===== config.mk =====
export PLATFORM = sky130hd
export DESIGN_NAME = rcg_cpl_gen
export DESIGN_NICKNAME = d
export VERILOG_FILES = /design/src/rtl/rcg_pkg.sv /design/src/rtl/rcg_classify.sv /design/src/rtl/rcg_mps_limit.sv /design/src/rtl/rcg_split_ctrl.sv /design/src/rtl/rcg_cpl_gen.sv
export SDC_FILE = /design/constraint.sdc
export NUM_CORES = 1
export LEC_CHECK = 0
export BUFFER_PORTS_ARGS = -buffer_cell sky130_fd_sc_hd__buf_2
export CAP_MARGIN = 20
export CORE_MARGIN = 3
export CORE_UTILIZATION = 52
export DETAILED_ROUTE_END_ITERATION = 10
export GPL_ROUTABILITY_DRIVEN = 0
export PLACE_DENSITY = 0.87
export SYNTH_ARGS = -nofsm -noshare
export SYNTH_HDL_FRONTEND = slang
export SYNTH_SLANG_ARGS = --single-unit

===== constraint.sdc =====
create_clock -name clk -period 6.7 [get_ports clk]
set_clock_uncertainty 0.2 [all_clocks]
set_input_delay 1.005 -clock clk [delete_from_list [all_inputs] [get_ports clk]]
set_output_delay 1.005 -clock clk [all_outputs]
set_load 0.01 [all_outputs]

===== src/rtl/rcg_pkg.sv =====
package rcg_pkg;
   typedef enum logic [1:0] {
      K_DATA = 2'd0,
      K_UR   = 2'd1,
      K_CA   = 2'd2,
      K_LOCK = 2'd3
   } rcg_kind_e;

   localparam logic [2:0] ST_SC = 3'b000;
   localparam logic [2:0] ST_UR = 3'b001;
   localparam logic [2:0] ST_CA = 3'b100;
endpackage


===== src/rtl/rcg_classify.sv =====
module rcg_classify
   import rcg_pkg::*;
#(
   parameter int LEN_W = 10,
   localparam int DW_W = LEN_W + 1
) (
   input  logic [LEN_W-1:0] len,
   input  logic [3:0]       first_be,
   input  logic [3:0]       last_be,
   input  logic             lock,
   input  logic             ur,
   input  logic             ca,
   output rcg_kind_e        kind,
   output logic [DW_W-1:0]  total_dw,
   output logic             zero_len,
   output logic [1:0]       lead
);
   always_comb begin
      if (len == '0) total_dw = DW_W'(1) << LEN_W;
      else           total_dw = {1'b0, len};
   end

   assign zero_len = (len == LEN_W'(1)) && (first_be == 4'h0) && (last_be == 4'h0);

   always_comb begin
      if      (ur)   kind = K_UR;
      else if (ca)   kind = K_CA;
      else if (lock) kind = K_LOCK;
      else           kind = K_DATA;
   end

   always_comb begin
      if      (first_be[0]) lead = 2'd0;
      else if (first_be[1]) lead = 2'd1;
      else if (first_be[2]) lead = 2'd2;
      else if (first_be[3]) lead = 2'd3;
      else                  lead = 2'd0;
   end
endmodule


===== src/rtl/rcg_mps_limit.sv =====
module rcg_mps_limit #(
   parameter int SEL_W       = 3,
   parameter int MAX_SEL     = 5,
   parameter int BASE_DW     = 32,
   parameter bit CLAMP       = 1'b1,
   parameter int DW_W        = 11
) (
   input  logic [SEL_W-1:0] sel,
   output logic [DW_W-1:0]  max_dw
);
   logic [SEL_W-1:0] sel_eff;

   generate
      if (CLAMP) begin : g_clamp
         always_comb begin
            if (sel > SEL_W'(MAX_SEL)) sel_eff = SEL_W'(MAX_SEL);
            else                       sel_eff = sel;
         end
      end else begin : g_pass
         assign sel_eff = sel;
      end
   endgenerate

   always_comb begin
      max_dw = DW_W'(BASE_DW);
      for (int i = 0; i < (1 << SEL_W); i++) begin
         if (sel_eff == SEL_W'(i)) max_dw = DW_W'(BASE_DW) << i;
      end
   end
endmodule


===== src/rtl/rcg_split_ctrl.sv =====
module rcg_split_ctrl
   import rcg_pkg::*;
#(
   parameter int LEN_W = 10,
   parameter int BC_W  = 12,
   parameter int LA_W  = 7,
   parameter int TAG_W = 8,
   parameter int RID_W = 16,
   parameter int TC_W  = 3,
   localparam int DW_W = LEN_W + 1
) (
   input  logic             clk,
   input  logic             rst_n,
   input  logic             start,
   input  rcg_kind_e        kind_in,
   input  logic [DW_W-1:0]  total_in,
   input  logic             zero_in,
   input  logic [1:0]       lead_in,
   input  logic [LA_W-1:0]  addr_in,
   input  logic [TAG_W-1:0] tag_in,
   input  logic [RID_W-1:0] rid_in,
   input  logic [TC_W-1:0]  tc_in,
   input  logic             ep_in,
   input  logic [DW_W-1:0]  max_in,
   input  logic             out_ready,
   output logic             busy,
   output logic             o_has_data,
   output logic             o_locked,
   output logic [2:0]       o_status,
   output logic [LEN_W-1:0] o_len,
   output logic [BC_W-1:0]  o_bc,
   output logic [LA_W-1:0]  o_la,
   output logic [TAG_W-1:0] o_tag,
   output logic [RID_W-1:0] o_rid,
   output logic [TC_W-1:0]  o_tc,
   output logic             o_ep,
   output logic             o_last
);
   rcg_kind_e        kind_q;
   logic [DW_W-1:0]  rem_q;
   logic [DW_W-1:0]  max_q;
   logic [LA_W-1:0]  la_q;
   logic             first_q;
   logic             zero_q;
   logic [1:0]       lead_q;
   logic [TAG_W-1:0] tag_q;
   logic [RID_W-1:0] rid_q;
   logic [TC_W-1:0]  tc_q;
   logic             ep_q;

   logic [DW_W-1:0]  chunk;
   logic [DW_W+1:0]  chunk_b;
   logic [DW_W+1:0]  rem_b;
   logic             is_data;

   assign is_data = (kind_q == K_DATA);
   assign chunk   = (rem_q < max_q) ? rem_q : max_q;
   assign chunk_b = {chunk, 2'b00};
   assign rem_b   = {rem_q, 2'b00};
   assign o_last  = !is_data || (rem_q <= max_q);

   always_ff @(posedge clk or negedge rst_n) begin
      if (!rst_n) begin
         busy    <= 1'b0;
         kind_q  <= K_DATA;
         rem_q   <= '0;
         max_q   <= '0;
         la_q    <= '0;
         first_q <= 1'b0;
         zero_q  <= 1'b0;
         lead_q  <= '0;
         tag_q   <= '0;
         rid_q   <= '0;
         tc_q    <= '0;
         ep_q    <= 1'b0;
      end else if (start) begin
         busy    <= 1'b1;
         kind_q  <= kind_in;
         rem_q   <= total_in;
         max_q   <= max_in;
         la_q    <= {addr_in[LA_W-1:2], 2'b00};
         first_q <= 1'b1;
         zero_q  <= zero_in;
         lead_q  <= lead_in;
         tag_q   <= tag_in;
         rid_q   <= rid_in;
         tc_q    <= (kind_in == K_LOCK) ? '0 : tc_in;
         ep_q    <= ep_in;
      end else if (busy && out_ready) begin
         if (o_last) begin
            busy <= 1'b0;
         end else begin
            rem_q   <= rem_q - chunk;
            la_q    <= la_q + chunk_b[LA_W-1:0];
            first_q <= 1'b0;
         end
      end
   end

   always_comb begin
      unique case (kind_q)
         K_UR:    o_status = ST_UR;
         K_CA:    o_status = ST_CA;
         K_LOCK:  o_status = ST_UR;
         default: o_status = ST_SC;
      endcase
   end

   assign o_has_data = is_data;
   assign o_locked   = (kind_q == K_LOCK);
   assign o_len      = is_data ? chunk[LEN_W-1:0] : '0;
   assign o_bc       = zero_q ? BC_W'(1) : rem_b[BC_W-1:0];
   assign o_la       = first_q ? (la_q | LA_W'(lead_q)) : la_q;
   assign o_tag      = tag_q;
   assign o_rid      = rid_q;
   assign o_tc       = tc_q;
   assign o_ep       = ep_q && is_data;
endmodule


===== src/rtl/rcg_cpl_gen.sv =====
module rcg_cpl_gen
   import rcg_pkg::*;
#(
   parameter int LEN_W     = 10,
   parameter int BC_W      = 12,
   parameter int LA_W      = 7,
   parameter int TAG_W     = 8,
   parameter int RID_W     = 16,
   parameter int TC_W      = 3,
   parameter int MPS_SEL_W = 3,
   parameter int MPS_MAX   = 5,
   parameter int MPS_BASE  = 32,
   parameter bit MPS_CLAMP = 1'b1
) (
   input  logic                 clk,
   input  logic                 rst_n,
   input  logic                 req_valid,
   output logic                 req_ready,
   input  logic [LEN_W-1:0]     req_len,
   input  logic [LA_W-1:0]      req_addr_lo,
   input  logic [3:0]           req_first_be,
   input  logic [3:0]           req_last_be,
   input  logic [TAG_W-1:0]     req_tag,
   input  logic [RID_W-1:0]     req_rid,
   input  logic [TC_W-1:0]      req_tc,
   input  logic                 req_lock,
   input  logic                 req_ur,
   input  logic                 req_ca,
   input  logic                 req_poison,
   input  logic [MPS_SEL_W-1:0] mps_sel,
   output logic                 cpl_valid,
   input  logic                 cpl_ready,
   output logic                 cpl_has_data,
   output logic                 cpl_locked,
   output logic [2:0]           cpl_status,
   output logic [LEN_W-1:0]     cpl_len,
   output logic [BC_W-1:0]      cpl_byte_cnt,
   output logic [LA_W-1:0]      cpl_lower_addr,
   output logic [TAG_W-1:0]     cpl_tag,
   output logic [RID_W-1:0]     cpl_rid,
   output logic [TC_W-1:0]      cpl_tc,
   output logic [RID_W-1:0]     cpl_cid,
   output logic                 cpl_ep,
   output logic                 cpl_last
);
   localparam int DW_W = LEN_W + 1;

   initial begin
      if (LA_W < 3 || LA_W > DW_W + 2)
         $fatal(1, "rcg_cpl_gen: LA_W out of range");
      if (BC_W > DW_W + 2)
         $fatal(1, "rcg_cpl_gen: BC_W wider than byte span");
      if ((MPS_BASE << MPS_MAX) > (1 << LEN_W))
         $fatal(1, "rcg_cpl_gen: max payload exceeds length range");
   end

   rcg_kind_e       kind;
   logic [DW_W-1:0] total_dw;
   logic [DW_W-1:0] max_dw;
   logic            zero_len;
   logic [1:0]      lead;
   logic            busy;
   logic            accept;

   assign req_ready = !busy;
   assign accept    = req_valid && req_ready;
   assign cpl_valid = busy;
   assign cpl_cid   = '0;

   rcg_classify #(.LEN_W(LEN_W)) u_cls (
      .len      (req_len),
      .first_be (req_first_be),
      .last_be  (req_last_be),
      .lock     (req_lock),
      .ur       (req_ur),
      .ca       (req_ca),
      .kind     (kind),
      .total_dw (total_dw),
      .zero_len (zero_len),
      .lead     (lead)
   );

   rcg_mps_limit #(
      .SEL_W   (MPS_SEL_W),
      .MAX_SEL (MPS_MAX),
      .BASE_DW (MPS_BASE),
      .CLAMP   (MPS_CLAMP),
      .DW_W    (DW_W)
   ) u_mps (
      .sel    (mps_sel),
      .max_dw (max_dw)
   );

   rcg_split_ctrl #(
      .LEN_W (LEN_W),
      .BC_W  (BC_W),
      .LA_W  (LA_W),
      .TAG_W (TAG_W),
      .RID_W (RID_W),
      .TC_W  (TC_W)
   ) u_split (
      .clk        (clk),
      .rst_n      (rst_n),
      .start      (accept),
      .kind_in    (kind),
      .total_in   (total_dw),
      .zero_in    (zero_len),
      .lead_in    (lead),
      .addr_in    (req_addr_lo),
      .tag_in     (req_tag),
      .rid_in     (req_rid),
      .tc_in      (req_tc),
      .ep_in      (req_poison),
      .max_in     (max_dw),
      .out_ready  (cpl_ready),
      .busy       (busy),
      .o_has_data (cpl_has_data),
      .o_locked   (cpl_locked),
      .o_status   (cpl_status),
      .o_len      (cpl_len),
      .o_bc       (cpl_byte_cnt),
      .o_la       (cpl_lower_addr),
      .o_tag      (cpl_tag),
      .o_rid      (cpl_rid),
      .o_tc       (cpl_tc),
      .o_ep       (cpl_ep),
      .o_last     (cpl_last)
   );
endmodule


==> impl_metrics.toml <==
[placed_design]
hpwl_um = 6456
port_buffers = 123
place_area_mm2 = 0.003881
dp_cells = 573

[setup_path]
arrival_ps = 3590
required_ps = 6720
worstSetupStartpointType = "register"
worstSetupEndpointType = "register"
path_class = "reg2reg"
crit_fanout = 17

[drt]
ant_nets = 0
wl_met3_um = 862
viasPerCell = 5.295
met1_length_um = 3559
wl_per_cell_um = 14.88
first_iter_violations = 189
dr.pass1.iters = 4
wl_um = 8778
wl_met2_um = 4163
top_layer = "met4"
drc = 0
vias = 3124

[global_routing]
overflow = 0
first_global_vias = 3106
grt_usage_pct = 25.41
grt_max_degree = 58
grt_first_pass_wirelength_um = 14660
grt_antenna_before_repair = 0

[power]
cellLeakagePower_nw = 2.269
power_density_mw_per_mm2 = 551.3
vdd_ir_drop_max_v = 0.0003016

[cts]
cts_setup_buffers = 0
cts.sinks = 57
path_clk_slew_ps = 70
htree_levels = 3
clk_latency_ps = 330
post_cts_resized = 0
cts_hold_buf = 0
cts_buffers = 9
cts_root_buf = "clkbuf_8"
cts_tree = "done"
cts_buffer_depth = 2

[synthesis]
synthDistinctLibCells = 48
synthCells = 391
syn_area_per_cell_um2 = 8.454
ys_ff_latch = 57
yosysSeqAreaShare_pct = 43.15
async_flop_share_pct = 100.0
synthFlopType = "dfrtp_1"
syn_area_mm2 = 0.003306
ys_warn_count = 0
synth_edf_count = 0

[final_layout]
drive_gt1_share_pct = 28.35
finish.instance_area_mm2 = 0.004098
nets = 591
diodes = 0
area_growth_pct = 23.96
fin_cells = 590

[floorplan]
initial_utilization_pct = 54.86
die_w_um = 85.73
fp-row-count = 28
ios = 144
die-area_mm2 = 0.007350
die_y_um = 85.73
coreArea_mm2 = 0.006026

[worst_hold_path]
hp-class = "reg2reg"

[timing]
min_period_ps = 3570
fin_setup_tns_ps = 0
final_max_slew_viol_count = 0
post-route-period-util_pct = 53.28
rsz0062_at_grt = "false"
setup_viol = 0
slew_headroom_pct = 41.50
finalHoldViolations = 0
max_slew.worst_pin.slew_ps = 870.9
maxClockFrequency_ghz = 0.2802

[status]
outcome = "complete, no violations"

[job]
max_cap_viol_count = 0
cells by family (layout without fill, tap and decap cells):
kind of cell | count (synthesis) | count (layout) | synth area share [%]
and+or+nand+nor | 187 | 187 | 25.44
AOI/OAI and AO/OA | 60 | 60 | 12.19
DFF | 57 | 57 | 43.15
buffers and inverters | 57 | 163 | 9.160
adders and majority gates | 18 | 18 | 7.040
xor gates and xnor gates | 6 | 6 | 1.590
muxes | 4 | 4 | 1.211
other | 2 | 20 | 0.2272
per-layer routing:
metal,GRT usage [%],vias up
met1,31.65,1455
met3,8.357,19
met2,40.89,144
li1,-,1506
met4,10.22,0
met5,0,-
critical path, stage by stage, from the launching register on:
cell	delay, ps
dfrtp_1	460
ha_1	320
and4_1	240
o21ai_2	90
and3_4	330
mux2i_1	280
ha_1	310
o211ai_1	270
a21oi_1	170
nor2_1	120
a21oi_1	40
or3_1	320
a221o_1	300
cell usage after synthesis, drive strengths merged (3+ instances only):
cell type  count  share of area [%]
and2           8                1.5
dfrtp         57                 43
nor3           6               0.91
inv           21                2.4
mux2i          4                1.2
clkbuf        11                1.2
nand2        104                 12
xnor2          5                1.3
a21o           5                1.1
a221o          3               0.91
a22oi          3               0.68
buf           25                5.5
nor2          26                3.0
nor2b         12                2.3
o22ai          7                1.3
nor4           4               0.76
nand3         13                2.0
ha            17                6.4
o31ai          4               0.91
a211oi         3               0.68
o21ai         10                1.6
a21oi         15                2.3
and3           5                1.1
placed cells by master (no fill, tap or decap), types with 2 or more instances in the layout:
master | Yosys | layout
nand4_1 | 2 | 2
a22o_1 | 2 | 2
a21o_1 | 5 | 5
nor2_1 | 26 | 26
o22ai_1 | 7 | 7
nand2_1 | 104 | 104
nor4_1 | 4 | 4
and3_1 | 4 | 4
ha_1 | 17 | 17
clkinv_2 | 0 | 2
a211oi_1 | 3 | 3
mux2i_1 | 4 | 4
o31ai_1 | 4 | 4
clkinvlp_4 | 0 | 2
conb_1 | 2 | 20
xnor2_1 | 5 | 5
nor3_1 | 6 | 6
nand3_1 | 13 | 13
dfrtp_1 | 57 | 57
and4_1 | 2 | 2
a21oi_1 | 15 | 15
buf_2 | 2 | 123
clkbuf_8 | 0 | 10
nor2b_1 | 12 | 11
a22oi_1 | 3 | 3
inv_1 | 20 | 20
o21ai_0 | 9 | 9
a221o_1 | 3 | 3
and2_1 | 8 | 8
buf_4 | 19 | 2
cell type report:
cell class | instances | area, um^2
Timing Repair Buffer | 126 | 650.6
Clock inverter | 5 | 55.05
Tap cell | 75 | 93.84
Sequential cell | 57 | 1426
Fill cell | 474 | 1928
Multi-Input combinational cell | 295 | 1652
Clock buffer | 11 | 141.4
Inverter | 21 | 78.83
registers in the layout, indices dropped and copies added (netlist names):
signal           count
u_split.o_tag        8
u_split.lead_q       2
u_split.max_q        6
u_split.rem_q       11
u_split.first_q      1
u_split.busy         1
u_split.kind_q       2
u_split.ep_q         1
u_split.zero_q       1
u_split.o_tc         3
u_split.o_rid       16
u_split.la_q         5
path summary, 6_finish.rpt:
kind / end / startpoint / slack, ps / depth (start not counted)
worst max-delay path: u_split.rem_q[10] / u_split.rem_q[8] / 3130 / 12
worst min register to register: u_split.o_rid[14] / u_split.o_rid[14] / 270 / 2
max in group asynchronous: u_split.max_q[9] / rst_n / 5220 / 2
min in group asynchronous: u_split.o_rid[12] / rst_n / 600 / 2
worst max register to register: u_split.rem_q[10] / u_split.rem_q[8] / 3130 / 12
worst min-delay path: u_split.o_rid[14] / u_split.o_rid[14] / 270 / 2
metrics by stage:
| step | setup slack, ps | hold WS (ps) | total power, W | utilization, % |
|---|---|---|---|---|
| floorplan | 3318 | 237.4 | 0.001540 | - |
| global placement | 3310 | 246.9 | 0.001852 | 64.41 |
| detailed placement | 3260 | 258.8 | 0.001911 | 64.41 |
| CTS | 3204 | 275.1 | 0.002242 | 67.67 |
| global route | 2956 | 296.1 | 0.002464 | 68.00 |
| finish | 3130 | 271.9 | 0.002259 | 68.00 |
power breakdown:
part	total (W)	switching [W]	internal, W
Clock	0.000322	0.000142	0.000181
Sequential	0.000620	0.000122	0.000498
Combinational	0.00132	0.000770	0.000547
Note: power is estimated with default switching activity, not from simulation.
